[config.mk]
export PLATFORM = sky130hd
export DESIGN_NAME = pkt_check_unit
export DESIGN_NICKNAME = d
export VERILOG_FILES = /design/src/rtl/pktchk_pkg.sv /design/src/rtl/chk_accum.sv /design/src/rtl/chk_emit.sv /design/src/rtl/chk_compare.sv /design/src/rtl/pkt_check_unit.sv
export SDC_FILE = /design/constraint.sdc
export NUM_CORES = 1
export LEC_CHECK = 0
export BUFFER_PORTS_ARGS = -buffer_cell sky130_fd_sc_hd__buf_4
export CAP_MARGIN = 20
export CORE_MARGIN = 2
export CORE_UTILIZATION = 36
export CTS_BUF_LIST = sky130_fd_sc_hd__clkbuf_16
export DETAILED_ROUTE_END_ITERATION = 7
export GPL_ROUTABILITY_DRIVEN = 0
export PLACE_DENSITY = 0.55
export RECOVER_POWER = 100
export REMOVE_ABC_BUFFERS = 1
export SKIP_CTS_REPAIR_TIMING = 1
export SYNTH_ARGS = -nofsm -noshare
export SYNTH_HDL_FRONTEND = slang
export SYNTH_SLANG_ARGS = --single-unit
[constraint.sdc]
create_clock -name clk -period 3 [get_ports clk]
set_input_delay 0.45 -clock clk [delete_from_list [all_inputs] [get_ports clk]]
set_output_delay 0.45 -clock clk [all_outputs]
set_load 0.03 [all_outputs]
[src/rtl/pktchk_pkg.sv]
package pktchk_pkg;

    localparam int BYTE_W = 8;
    localparam int CRC_W  = 2 * BYTE_W;
    localparam logic [CRC_W-1:0] CRC_POLY_DEF = 16'hA001;

    typedef logic [BYTE_W-1:0] byte_t;

    typedef enum logic {
        CHK_SUM = 1'b0,
        CHK_CRC = 1'b1
    } chk_mode_e;

    typedef struct packed {
        byte_t hi;
        byte_t lo;
    } chk_pair_t;

    function automatic byte_t sum_to_bcc(input byte_t s);
        return byte_t'(~s + 1'b1);
    endfunction

    // Whole-byte CRC update: eight shift steps unrolled into one cycle.
    function automatic logic [CRC_W-1:0] crc_step(input logic [CRC_W-1:0] c,
                                                  input byte_t b,
                                                  input logic [CRC_W-1:0] poly);
        logic [CRC_W-1:0] r;
        r = c ^ {{(CRC_W-BYTE_W){1'b0}}, b};
        for (int i = 0; i < BYTE_W; i++) begin
            r = r[0] ? ((r >> 1) ^ poly) : (r >> 1);
        end
        return r;
    endfunction

endpackage

[src/rtl/chk_accum.sv]
module chk_accum
    import pktchk_pkg::*;
#(
    parameter logic [CRC_W-1:0] POLY = CRC_POLY_DEF
) (
    input  logic      clk,
    input  logic      rst,
    input  logic      start,
    input  logic      use_crc,
    input  logic      in_valid,
    input  byte_t     in_byte,
    output chk_mode_e mode,
    output chk_pair_t value
);

    byte_t            sum_q;
    logic [CRC_W-1:0] crc_q;
    chk_mode_e        mode_q;

    always_ff @(posedge clk) begin
        if (rst) begin
            sum_q  <= '0;
            crc_q  <= '0;
            mode_q <= CHK_SUM;
        end else if (start) begin
            sum_q  <= '0;
            crc_q  <= '0;
            mode_q <= use_crc ? CHK_CRC : CHK_SUM;
        end else if (in_valid) begin
            sum_q  <= byte_t'(sum_q + in_byte);
            crc_q  <= crc_step(crc_q, in_byte, POLY);
        end
    end

    assign mode  = mode_q;
    assign value = (mode_q == CHK_CRC) ? chk_pair_t'(crc_q)
                                       : chk_pair_t'({{BYTE_W{1'b0}}, sum_to_bcc(sum_q)});

    assert_clear_R4: assert property (@(posedge clk) disable iff (rst)
        start |=> (value == '0));

    assert_hold_R5: assert property (@(posedge clk) disable iff (rst)
        (!start && !in_valid) |=> $stable(value));

    assert_sum_hi_R2: assert property (@(posedge clk) disable iff (rst)
        (mode == CHK_SUM) |-> (value.hi == '0));

endmodule

[src/rtl/chk_emit.sv]
module chk_emit
    import pktchk_pkg::*;
(
    input  logic      clk,
    input  logic      rst,
    input  logic      emit,
    input  chk_mode_e mode,
    input  chk_pair_t value,
    output logic      tx_valid,
    output byte_t     tx_byte,
    output logic      tx_last
);

    logic  valid_q, last_q, pend_q;
    byte_t byte_q, pend_byte_q;

    always_ff @(posedge clk) begin
        if (rst) begin
            valid_q     <= 1'b0;
            last_q      <= 1'b0;
            pend_q      <= 1'b0;
            byte_q      <= '0;
            pend_byte_q <= '0;
        end else if (pend_q) begin
            valid_q <= 1'b1;
            last_q  <= 1'b1;
            byte_q  <= pend_byte_q;
            pend_q  <= 1'b0;
        end else if (emit) begin
            valid_q     <= 1'b1;
            byte_q      <= value.lo;
            last_q      <= (mode == CHK_SUM);
            pend_q      <= (mode == CHK_CRC);
            pend_byte_q <= value.hi;
        end else begin
            valid_q <= 1'b0;
            last_q  <= 1'b0;
        end
    end

    assign tx_valid = valid_q;
    assign tx_byte  = byte_q;
    assign tx_last  = last_q;

    assert_last_valid_R6: assert property (@(posedge clk) disable iff (rst)
        tx_last |-> tx_valid);

    assert_pair_R7: assert property (@(posedge clk) disable iff (rst)
        (tx_valid && !tx_last) |=> (tx_valid && tx_last));

endmodule

[src/rtl/chk_compare.sv]
module chk_compare
    import pktchk_pkg::*;
(
    input  logic      clk,
    input  logic      rst,
    input  logic      start,
    input  logic      cmp_valid,
    input  byte_t     cmp_byte,
    input  chk_mode_e mode,
    input  chk_pair_t value,
    output logic      cmp_match,
    output logic      cmp_mismatch
);

    logic  idx_q, bad_q, match_q, mis_q;
    byte_t expect_b;
    logic  bad_n, final_b;

    always_comb begin
        expect_b = idx_q ? value.hi : value.lo;
        bad_n    = bad_q | (cmp_byte != expect_b);
        final_b  = (mode == CHK_SUM) || idx_q;
    end

    always_ff @(posedge clk) begin
        if (rst) begin
            idx_q   <= 1'b0;
            bad_q   <= 1'b0;
            match_q <= 1'b0;
            mis_q   <= 1'b0;
        end else begin
            match_q <= 1'b0;
            mis_q   <= 1'b0;
            if (start) begin
                idx_q <= 1'b0;
                bad_q <= 1'b0;
            end else if (cmp_valid) begin
                if (final_b) begin
                    match_q <= !bad_n;
                    mis_q   <= bad_n;
                    idx_q   <= 1'b0;
                    bad_q   <= 1'b0;
                end else begin
                    idx_q <= 1'b1;
                    bad_q <= bad_n;
                end
            end
        end
    end

    assign cmp_match    = match_q;
    assign cmp_mismatch = mis_q;

    assert_excl_R9: assert property (@(posedge clk) disable iff (rst)
        !(cmp_match && cmp_mismatch));

    assert_cause_R9: assert property (@(posedge clk) disable iff (rst)
        (cmp_match || cmp_mismatch) |-> $past(cmp_valid));

    assert_sum_len_R10: assert property (@(posedge clk) disable iff (rst)
        (cmp_valid && !start && mode == CHK_SUM) |=> (cmp_match || cmp_mismatch));

endmodule

[src/rtl/pkt_check_unit.sv]
module pkt_check_unit
    import pktchk_pkg::*;
#(
    parameter logic [15:0] CRC_POLY = CRC_POLY_DEF
) (
    input  logic        clk,
    input  logic        rst,
    input  logic        start,
    input  logic        use_crc,
    input  logic        in_valid,
    input  logic [7:0]  in_byte,
    output logic [15:0] chk_value,
    input  logic        emit,
    output logic        tx_valid,
    output logic [7:0]  tx_byte,
    output logic        tx_last,
    input  logic        cmp_valid,
    input  logic [7:0]  cmp_byte,
    output logic        cmp_match,
    output logic        cmp_mismatch
);

    chk_mode_e mode;
    chk_pair_t value;

    chk_accum #(.POLY(CRC_POLY)) u_accum (
        .clk      (clk),
        .rst      (rst),
        .start    (start),
        .use_crc  (use_crc),
        .in_valid (in_valid),
        .in_byte  (in_byte),
        .mode     (mode),
        .value    (value)
    );

    chk_emit u_emit (
        .clk      (clk),
        .rst      (rst),
        .emit     (emit),
        .mode     (mode),
        .value    (value),
        .tx_valid (tx_valid),
        .tx_byte  (tx_byte),
        .tx_last  (tx_last)
    );

    chk_compare u_cmp (
        .clk          (clk),
        .rst          (rst),
        .start        (start),
        .cmp_valid    (cmp_valid),
        .cmp_byte     (cmp_byte),
        .mode         (mode),
        .value        (value),
        .cmp_match    (cmp_match),
        .cmp_mismatch (cmp_mismatch)
    );

    assign chk_value = value;

endmodule

-- Word level (Yosys, flattened, before mapping)
Index checks and enable logic that the tools add are counted.
- $add $sub $neg: 2
- $mul: 0
- div/mod/pow operators: 0
- order comparisons: 0
- eq/ne operators: 1
- shift-type cells: 0
- multiplexer cells: 19
- bitwise gates (word level): 16
- reduce and logical (&&, ||, !) cells: 7
- operators with widths (operator ; count):
    2-to-1 mux 16 bit ; 9
    2-to-1 mux 8 bit ; 3
    inverter 2 -> 3 bit ; 8
    XOR 16 x 8 -> 16 bit ; 1
    adder 8 x 1 -> 8 bit (second input constant) ; 1
    adder 8 bit ; 1
    != test 8 bit ; 1
    inverter 8 bit ; 1
    2-to-1 mux 1 bit ; 7
    inverter 1 bit ; 5
    OR reduction 4 bit ; 1
    OR reduction 3 bit ; 1
    AND reduction 2 bit ; 1
    nonzero test 2 bit ; 1
    OR reduction 2 bit ; 1
    zero test 1 bit ; 1
    logical OR 1 bit ; 1
    bitwise OR 1 bit ; 1
- bits in registers: 48
- bits in latches: 0
- bits in writable memories: 0
- memory bits (read-only): 0
- input bits: 23
- output and inout bits: 28
- logic and storage cells: 57
- memories: 0

-- Longest topological paths before layout
Gate-level depths: netlist (run 1).
- depth in word-level cells: 17
- depth in mapped cells: 10
- mapped depth without buffers: 10

-- By module
Synthesis (run 1) repeated with hierarchy kept, for this count alone.
- cell total of the unflattened synthesis: 289
- area, all modules: 2708.8 µm²
- modules (own cells, without submodules) (module ; times used ; cells each ; area each (µm²) ; sequential area each (µm²)):
    chk_accum ; 1 ; 174 ; 1589.0 ; 500.5
    chk_emit ; 1 ; 81 ; 789.5 ; 380.4
    chk_compare ; 1 ; 34 ; 330.3 ; 80.1

-- Least setup slack after synthesis (run 1)
Ideal clock, no wire load.
- path kind: flip-flop to flip-flop
- start: register u_accum.sum_q[0]
- end: register u_cmp.bad_q
- setup time: 0.116 ns
- data arrival time: 2.424 ns
- path slack: 0.460 ns
- stages on the path, launching flop included: 8
- clock period less this slack: 2.540 ns
- cells stage by stage: dfxtp_1 -> o31a_1 -> o31ai_1 -> mux2i_1 -> xnor2_1 -> nor4_4 -> nand3_1 -> a41o_1
- cells in the longest elaborated chain, start to end: 7
- ends and longest elaborated chain (item ; line ; source):
    start, declared ; chk_accum.sv:16 ; byte_t sum_q;
    start signal, assigned ; chk_accum.sv:30 ; sum_q <= byte_t'(sum_q + in_byte);
    inverter 8 bit ; pktchk_pkg.sv:20 ; return byte_t'(~s + 1'b1);
    adder 8 x 1 -> 8 bit ; pktchk_pkg.sv:20 ;
    2-to-1 mux 16 bit ; chk_accum.sv:36 ; assign value = (mode_q == CHK_CRC) ? chk_pair_t'(crc_q)
    named net chk_value[3] ; pkt_check_unit.sv:12 ; output logic [15:0] chk_value,
    2-to-1 mux 8 bit ; chk_compare.sv:20 ; expect_b = idx_q ? value.hi : value.lo;
    != test 8 bit ; chk_compare.sv:21 ; bad_n = bad_q | (cmp_byte != expect_b);
    bitwise OR 1 bit ; chk_compare.sv:21 ;
    2-to-1 mux 1 bit ; chk_compare.sv:38 ; if (final_b) begin
    end signal, assigned ; chk_compare.sv:45 ; bad_q <= bad_n;
    end, declared ; chk_compare.sv:15 ; logic idx_q, bad_q, match_q, mis_q;
The timed path passes the listed nets, and every way through them passes these cells.
A chain may end at the register's enable or synchronous reset.

-- Final worst setup path (run 1)
- start: register u_accum.sum_q[2]
- end: output port chk_value[6]
- cells in the longest elaborated chain, start to end: 3
- ends and longest elaborated chain (item ; line):
    inverter 8 bit ; pktchk_pkg.sv:20
    adder 8 x 1 -> 8 bit ; pktchk_pkg.sv:20
    2-to-1 mux 16 bit ; chk_accum.sv:36
    end, declared ; pkt_check_unit.sv:12
Every way passes these cells.

==> results of run 1 <==
worst min path at each step:
stage	start	end	slack (ns)
final	use_crc	u_accum.mode	0.43
after global routing	cmp_valid	u_cmp.bad_q	0.44
after CTS	use_crc	u_accum.mode	0.43
after detailed placement	u_emit.pend_byte_q[6]	u_emit.pend_byte_q[6]	0.45
after global placement	u_emit.pend_byte_q[6]	u_emit.pend_byte_q[6]	0.44
after floorplan	u_emit.pend_byte_q[4]	u_emit.tx_byte[4]	0.43
state kept, by name, summed over array words and instances, names as in the netlist:
signal              flops
u_accum.sum_q           8
u_cmp.cmp_mismatch      1
u_cmp.bad_q             1
u_emit.tx_valid         1
u_emit.pend_q           1
u_accum.mode            1
u_emit.pend_byte_q      8
u_cmp.idx_q             1
u_cmp.cmp_match         1
u_accum.crc_q          16
u_emit.tx_byte          8
u_emit.tx_last          1
where the power goes:
group          switching, mW  internal, mW
Combinational          0.259         0.188
Clock                  0.230         0.300
Sequential            0.0344         0.667
placed cells by master (no fill, tap or decap), types with 8 or more instances in the layout:
master	count
nor2_1	49
mux2i_1	23
a21oi_1	18
buf_4	31
xor2_1	11
o21ai_0	8
xnor2_1	27
inv_1	14
dfxtp_1	48
nand2_1	29
and2_0	8
ha_1	8
clkbuf_1	20
a211oi_1	12
kinds of logic after synthesis:
family	share of synthesized area
AND/OR/NAND/NOR	0.195
XOR/XNOR	0.134
flip-flops	0.340
multiplexers	0.0975
buffers and inverters	0.0430
adder cells (fa/ha/maj)	0.0426
AO/OA/AOI/OAI	0.148
metrics by stage:
| stage | std cells | setup WS [ns] |
|---|---|---|
| 6_report | 473 | 0.204 |
| 5_1_grt | 473 | 0.162 |
| 4_1_cts | 473 | 0.406 |
| 3_5_place_dp | 465 | 0.561 |
| 3_3_place_gp | 465 | 0.634 |
| 2_1_floorplan | 311 | 0.459 |
critical path, cell delays in order, from the launching register on:
cell	delay (ns)
dfxtp_1	0.40
or4_1	0.64
o21a_1	0.21
o31ai_1	0.51
clkbuf_2	0.31
final cells by class:
type / instances / share of cell area
Clock buffer: 5 / 0.0377
Clock inverter: 3 / 0.00339
Inverter: 14 / 0.0158
Multi-Input combinational cell: 249 / 0.521
Sequential cell: 48 / 0.289
Tap cell: 102 / 0.0384
Timing Repair Buffer: 52 / 0.0942
per-layer routing:
layer,GRT usage,wire length (um)
met4,0.0547,133
met1,0.224,3380
met5,0,0
met3,0.0366,336
met2,0.262,3100
==> flow_summary_export.csv, run 1 <==
group,metric,value,unit
logic_synthesis,synth_area_leaders,"dfxtp_1 34%, xnor2_1 8.4%, mux2i_1 8.2%",
global_routing,grt_pass1_vias,2258,
worst_setup_path,worstReg2RegStart,"u_accum.sum_q[2]",
clock_tree,h-tree-depth,2,
drt,drt_first_pass_iters,4,
finish,utilization,0.434,
flow_run,maxCapViolations,1,
place,dp_hpwl,5480,um
status,violations,"capacitance limit, slew limit",
worst_setup_path,regToRegEndpoint,"u_cmp.bad_q",
power,power.leakage,1.33,nW
sta,slew_violations,26,
sta,min_period,2.80,ns
sta,relSlewSlack,-0.0134,
clock_tree,cts_max_path_buffers,2,
finish,regArea,961,um^2
floorplan,die_w,92.6,um
finish,num-fill-cells,797,
global_routing,grt_max_degree,34,
logic_synthesis,syn_area_per_cell,8.61,um^2
logic_synthesis,synthCells,328,
worst_setup_path,crit_type,"flop to output pin",
clock_tree,cts.clk_slew.worst_paths,0.06,ns
floorplan,ios,51,
finish,final_area,0.00332,mm^2
logic_synthesis,seq_area_frac_synth,0.340,
drt,dr.first_iter.drc_count,61,
global_routing,antenna_found_initial,0,
drt,wl,6950,um
logic_synthesis,yosysUniqueCellTypes,48,
worst_setup_path,crit_start,"u_accum.sum_q[2]",
logic_synthesis,synth_enable_flop_cells,0,
finish,multi_input_area,0.00173,mm^2
power,total_power,1.68,mW
min_path,hp-class,"primary input to flop",
global_routing,overflow,0,
worst_setup_path,critPathCaptureType,"output pin",
logic_synthesis,yosys.area.top_type,"dfxtp_1",
sta,final.setup.tns,0,ns
clock_tree,root_buffer,"clkbuf_16",
clock_tree,cts_sinks,48,
finish,drive_gt1_frac,0.129,
logic_synthesis,yosys_warnings,0,
power,p_per_area,505,mW/mm^2
worst_setup_path,rr_worst_depth,7,
floorplan,die_area,0.00857,mm^2
floorplan,core-area,0.00765,mm^2
sta,period_share,0.932,
finish,diodes,0,
logic_synthesis,synth.most_common_cell,"nor2_1",
status,outcome,"complete, but fails checks",
logic_synthesis,ys_seq_elements,48,
finish,final_nets,402,
worst_setup_path,critical_path.max_fanout,7,
place,dpl_cell_area,0.00327,mm^2
floorplan,die_y,92.6,um
finish,area_delta_synth_final,17.7,%
worst_setup_path,start_kind,"flop",
sta,rsz0062_at_grt,"no",
sta,max_clock_freq,358,MHz
sta,setup-violations-final,0,
floorplan,initial_core_util,0.369,
drt,via_count,2351,
clock_tree,clk_latency,0.28,ns
logic_synthesis,netlist_area,0.00282,mm^2
place,port_buffers,50,
drt,drc,0,
worst_setup_path,reg2reg_slack,0.36,ns
power,ir_drop,0.000217,V
drt,wl_per_cell,14.7,um
sta,final-hold-violation-count,0,
worst_setup_path,critPathRequiredTime,2.55,ns
logic_synthesis,ys.flop_type,"dfxtp_1",
global_routing,grt_use_total,0.166,
logic_synthesis,async_flop_share,0,
worst_setup_path,crit_arrival,2.35,ns
min_path,min_path_cells,3,
clock_tree,tritoncts,"done",
drt,vias_per_cell,4.97,
sta,holdWs,0.434,ns
sta,tightest_slew,1.52,ns
worst_setup_path,endpoint,"chk_value[6]",
floorplan,row_count,32,
clock_tree,cts_made_buffers,5,
logic_synthesis,synth_top_area_share,0.340,
logic_synthesis,synth_common_cells,"49 x nor2_1, 48 x dfxtp_1, 29 x nand2_1",
global_routing,grt_pass1_wl,11200,um
sta,fin_worst_skew,0.00243,ns
drt,detail-route-antenna-nets,0,
Power figures use the tool's default switching activity.
==> run 2, diff against run 1 <==
--- a/config.mk
+++ b/config.mk
@@ -5,6 +5,7 @@
 export SDC_FILE = /design/constraint.sdc
 export NUM_CORES = 1
 export LEC_CHECK = 0
+export ABC_CLOCK_PERIOD_IN_PS = 3300
 export BUFFER_PORTS_ARGS = -buffer_cell sky130_fd_sc_hd__buf_4
 export CAP_MARGIN = 20
 export CORE_MARGIN = 2
==> constraint.sdc (replaced) <==
create_clock -name clk -period 3.3 [get_ports clk]
set_input_delay 0.495 -clock clk [delete_from_list [all_inputs] [get_ports clk]]
set_output_delay 0.495 -clock clk [all_outputs]
set_load 0.03 [all_outputs]
==> run 2 against run 1 <==
Effect of this change:
- the flow still finishes with violations (capacitance limit, slew limit)
- worst hold slack gained 0.022 ns
- core utilization shrank 0.20 points
- critical path depth is the same
- final cell count shrank 0.42%
- global-route usage grew 0.44 points
- clock skew grew 0.0029 ns
- critical endpoint unchanged
- largest cell class unchanged
==> flow_summary_export.csv, run 2 (synthesis gave the netlist of run 1 again) <==
group,metric,value,unit
global_routing,grt_pass1_vias,2273,
worst_setup_path,critical_path.max_fanout,7,
clock_tree,cts.clk_slew.worst_paths,0.06,ns
finish,layout_common_cells,"49 x nor2_1, 48 x dfxtp_1, 31 x buf_4",
power,power.leakage,1.32,nW
global_routing,antenna_found_initial,0,
drt,drc,0,
place,dp_hpwl,5450,um
finish,num-fill-cells,806,
sta,relSlewSlack,-0.0116,
finish,drive_gt1_frac,0.125,
floorplan,core-area,0.00765,mm^2
finish,mostFrequentLayoutCell,"nor2_1",
sta,max_clock_freq,347,MHz
finish,multi_input_area,0.00173,mm^2
finish,largest-register,"u_accum.crc_q",
power,p_per_area,461,mW/mm^2
floorplan,row_count,32,
worst_setup_path,start_kind,"flop",
global_routing,grt_pass1_wl,11600,um
sta,holdWs,0.456,ns
sta,period_share,0.873,
finish,regArea,961,um^2
worst_setup_path,cp_top_family,"compound AO/OA/AOI/OAI gates",
drt,dr.first_iter.drc_count,70,
floorplan,die_area,0.00857,mm^2
global_routing,grt_max_degree,34,
drt,vias_per_cell,4.94,
worst_setup_path,crit_type,"flop to output pin",
sta,final.setup.tns,0,ns
sta,fin_worst_skew,0.00536,ns
finish,final_nets,401,
clock_tree,cts_made_buffers,5,
drt,via_count,2326,
drt,drt_first_pass_iters,4,
clock_tree,clk_latency,0.28,ns
clock_tree,cts_max_path_buffers,2,
worst_setup_path,crit_arrival,2.39,ns
global_routing,overflow,0,
worst_setup_path,critPathRequiredTime,2.80,ns
status,outcome,"complete, but fails checks",
global_routing,grt_use_total,0.170,
drt,wl,7010,um
sta,tightest_slew,1.52,ns
sta,final-hold-violation-count,0,
power,ir_drop,0.000224,V
sta,rsz0062_at_grt,"no",
clock_tree,cts_sinks,48,
finish,diodes,0,
floorplan,die_y,92.6,um
worst_setup_path,path_cells,"or4_1 > o21a_1 > o31ai_1 > clkbuf_1",
status,violations,"capacitance limit, slew limit",
drt,detail-route-antenna-nets,0,
flow_run,maxCapViolations,1,
worst_setup_path,critPathSlowestCell,"or4_1",
finish,area_delta_synth_final,17.2,%
drt,wl_per_cell,14.9,um
clock_tree,h-tree-depth,2,
worst_setup_path,critPathCaptureType,"output pin",
floorplan,die_w,92.6,um
clock_tree,tritoncts,"done",
sta,slew_violations,26,
worst_setup_path,cp.buffers_inverters,1,
min_path,hp-class,"flop to flop",
place,port_buffers,50,
finish,largest_register_ffs,16,
floorplan,initial_core_util,0.369,
worst_setup_path,slowest_delay,0.65,ns
floorplan,ios,51,
sta,min_period,2.88,ns
sta,setup-violations-final,0,
clock_tree,root_buffer,"clkbuf_16",
==> run 2: path summary, 6_finish.rpt <==
path                                             from           endpoint  slack (ns)  cells after the start
worst max register to register           u_accum.mode        u_cmp.bad_q        0.61                      8
worst max-delay path                 u_accum.sum_q[2]       chk_value[6]        0.42                      4
worst min register to register  u_emit.pend_byte_q[4]  u_emit.tx_byte[4]        0.46                      2
worst min-delay path            u_emit.pend_byte_q[4]  u_emit.tx_byte[4]        0.46                      2
==> run 2: tightest hold or removal path, stage by stage (launching register included) <==
cell and delay (ns):
dfxtp_1 0.31, nand2_1 0.05, a21oi_1 0.05
==> run 2: power by group <==
| group | internal (mW) | leakage (nW) | switching [mW] |
|---|---|---|---|
| combinational | 0.171 | 0.863 | 0.234 |
| clock | 0.272 | 0.0648 | 0.208 |
| sequential | 0.607 | 0.391 | 0.0334 |
==> run 2: area by class of cell <==
cell class / instances / area share
multi-input combinational: 249 / 0.522
sequential: 48 / 0.291
timing repair buffer: 51 / 0.0931
tap: 102 / 0.0386
clock buffer: 5 / 0.0378
inverter: 14 / 0.0159
clock inverter: 2 / 0.00227
==> run 2: metrics by stage <==
stage / cell area (um^2) / worst slack [ns] / util / power (mW) / std cells
global route: 3310 / 0.286 / 0.432 / 1.60 / 471
floorplan: 2750 / 0.759 / - / 0.945 / 311
detailed placement: 3260 / 0.793 / 0.427 / 1.08 / 464
CTS: 3400 / 0.619 / 0.444 / 1.56 / 471
finish: 3310 / 0.418 / 0.432 / 1.52 / 471
global placement: 3260 / 0.834 / 0.427 / 1.08 / 464
==> run 2: per-layer routing <==
metal	part of all wire	vias up	global-route usage
met5	0	-	0
met4	0.0053	0	0.0299
met3	0.037	4	0.0309
met2	0.45	43	0.283
met1	0.51	1080	0.233
li1	-	1199	-
==> run 3, diff against run 2 <==
--- a/config.mk
+++ b/config.mk
@@ -5,6 +5,7 @@
 export SDC_FILE = /design/constraint.sdc
 export NUM_CORES = 1
 export LEC_CHECK = 0
+export ABC_AREA = 1
 export ABC_CLOCK_PERIOD_IN_PS = 3300
 export BUFFER_PORTS_ARGS = -buffer_cell sky130_fd_sc_hd__buf_4
 export CAP_MARGIN = 20
@@ -13,8 +14,9 @@
 export CTS_BUF_LIST = sky130_fd_sc_hd__clkbuf_16
 export DETAILED_ROUTE_END_ITERATION = 7
 export GPL_ROUTABILITY_DRIVEN = 0
-export PLACE_DENSITY = 0.55
-export RECOVER_POWER = 100
+export MAX_ROUTING_LAYER = met4
+export PLACE_DENSITY = 0.54
+export RECOVER_POWER = 25
 export REMOVE_ABC_BUFFERS = 1
 export SKIP_CTS_REPAIR_TIMING = 1
 export SYNTH_ARGS = -nofsm -noshare
==> run 3 against run 2 <==
Effect of this change:
- the run now ends clean
- count of clock-buffer cells in the layout is the same
- first-iteration DRC count grew 79%
- worst setup slack improved by 0.49 ns
- synthesized cell count increased by 26%
- fmax increased by 21%
- via count up 19%
- clock skew barely moved
- die area rose by 4.1%
- non-clock buffer count increased by 1
- clock power rose by 6.5%
- final cell count rose by 19%
- flip-flop and latch count unchanged
- critical endpoint unchanged
- largest power group unchanged
==> flow_summary_export.csv, run 3 <==
group,metric,value,unit
place,dp_hpwl,6300,um
logic_synthesis,synthCells,413,
finish,layout_common_cells,"99 x nand2_1, 52 x inv_1, 48 x dfxtp_1",
floorplan,die_area,0.00891,mm^2
min_path,min_path_cells,2,
logic_synthesis,seq_area_frac_synth,0.327,
global_routing,grt_use_total,0.196,
flow_run,maxCapViolations,0,
floorplan,row_count,32,
finish,drive_gt1_frac,0.181,
finish,utilization,0.444,
power,total_power,1.56,mW
drt,drt_first_pass_iters,4,
drt,drc,0,
logic_synthesis,ys_seq_elements,48,
finish,largest-register,"u_accum.crc_q",
clock_tree,cts.clk_slew.worst_paths,0.07,ns
sta,max_clock_freq,419,MHz
logic_synthesis,yosys_warnings,0,
sta,tightest_slew,0.845,ns
place,port_buffers,50,
finish,area_delta_synth_final,17.8,%
finish,largest_register_ffs,16,
power,switching_power,521,uW
power,p_comb_frac,0.262,
status,outcome,"complete, no violations",
clock_tree,tritoncts,"done",
logic_synthesis,synth_top_area_share,0.327,
global_routing,overflow,0,
floorplan,core-area,0.00781,mm^2
worst_setup_path,critPathSlowestCell,"dfxtp_1",
drt,via_count,2768,
power,p_seq_frac,0.409,
logic_synthesis,syn_area_per_cell,7.13,um^2
floorplan,die_y,94.4,um
logic_synthesis,synth_area_leaders,"dfxtp_1 33%, nand2_1 13%, inv_1 6.6%",
worst_setup_path,critical_path.max_fanout,18,
sta,min_period,2.39,ns
clock_tree,root_buffer,"clkbuf_16",
sta,period_share,0.724,
clock_tree,clk_latency,0.29,ns
sta,slew_violations,0,
finish,num-fill-cells,848,
logic_synthesis,yosysUniqueCellTypes,35,
finish,final_area,0.00347,mm^2
drt,vias_per_cell,4.94,
floorplan,initial_core_util,0.377,
clock_tree,h-tree-depth,2,
sta,fin_worst_skew,0.00523,ns
floorplan,die_w,94.4,um
worst_setup_path,rr_worst_depth,12,
logic_synthesis,synth_common_cells,"98 x nand2_1, 52 x inv_1, 48 x dfxtp_1",
logic_synthesis,yosys.area.top_type,"dfxtp_1",
clock_tree,cts_made_buffers,5,
sta,rsz0062_at_grt,"no",
worst_setup_path,critPathCaptureType,"output pin",
sta,setup-violations-final,0,
floorplan,ios,51,
place,dpl_cell_area,0.00337,mm^2
clock_tree,cts_sinks,48,
sta,final.setup.tns,0,ns
worst_setup_path,crit_arrival,1.89,ns
power,switching_share,0.335,
power,intPower,1.03,mW
logic_synthesis,netlist_area,0.00294,mm^2
logic_synthesis,synth_enable_flop_cells,0,
power,pwr-share-clk,0.329,
power,ir_drop,0.000212,V
finish,final_nets,489,
drt,wl,7980,um
sta,final-hold-violation-count,0,
finish,mostFrequentLayoutCell,"nand2_1",
logic_synthesis,async_flop_share,0,
clock_tree,cts_max_path_buffers,2,
logic_synthesis,ys.flop_type,"dfxtp_1",
drt,detail-route-antenna-nets,0,
finish,diodes,0,
global_routing,grt_pass1_vias,2650,
worst_setup_path,slowest_delay,0.73,ns
sta,relSlewSlack,0.437,
global_routing,grt_pass1_wl,13100,um
worst_setup_path,crit_type,"flop to output pin",
worst_setup_path,critPathRequiredTime,2.80,ns
logic_synthesis,synth.most_common_cell,"nand2_1",
power,power.leakage,1.66,nW
worst_setup_path,path_cells,"inv_2 > o22ai_1 > buf_4",
min_path,hp-class,"primary input to flop",
worst_setup_path,start_kind,"flop",
global_routing,grt_max_degree,28,
drt,wl_per_cell,14.2,um
drt,dr.first_iter.drc_count,125,
power,p_per_area,449,mW/mm^2
global_routing,antenna_found_initial,0,
run 3: logic make-up after synthesis:
family / share of synthesized area
compound gates: 0.167
xor+xnor: 0.0680
fa+ha+maj: 0.0408
buf+inv: 0.106
flops: 0.327
simple gates: 0.292
run 3: worst max-delay path, delay by kind of cell (launching register included):
kind	cells	cell delay [ns]
flops	1	0.73
buf+inv	2	0.49
compound gates	1	0.38
run 3: final timing paths:
kind	start	endpoint	slack, ns
setup / recovery	u_accum.mode	chk_value[6]	0.91
hold / removal	cmp_valid	u_cmp.idx_q	0.41
setup reg to reg	u_accum.mode	u_cmp.bad_q	0.97
hold reg to reg	u_emit.pend_byte_q[4]	u_emit.tx_byte[4]	0.47
run 3: power by group through the flow:
stage          clock (mW)  combinational (mW)  sequential (mW)
2_1_floorplan           0               0.268            0.658
3_3_place_gp            0               0.412            0.649
3_5_place_dp            0               0.417            0.649
4_1_cts             0.525               0.418            0.636
5_1_grt             0.550               0.455            0.640
6_report            0.511               0.408            0.636
run 3: per-stage QoR:
step	std cells	setup slack [ns]	hold slack [ns]
finish	560	0.912	0.409
global route	560	0.798	0.423
CTS	560	0.895	0.401
detailed placement	552	0.954	0.464
global placement	552	0.996	0.462
floorplan	398	1.17	0.440
run 3: metal layers:
| layer | global-route usage | wire length (um) | up-vias |
|---|---|---|---|
| met5 | - | 0 | - |
| met4 | 0.0519 | 102 | 0 |
| met3 | 0.0271 | 435 | 7 |
| met2 | 0.323 | 3650 | 74 |
| met1 | 0.253 | 3790 | 1250 |
| li1 | - | - | 1437 |
run 3: cell type report:
class,count,area (um^2),share of cell area
Clock inverter,3,18.8,0.00541
Multi-Input combinational cell,292,1670,0.481
Tap cell,102,128,0.0368
Clock buffer,5,125,0.0361
Timing Repair Buffer,52,349,0.101
Inverter,58,218,0.0628
Sequential cell,48,961,0.277
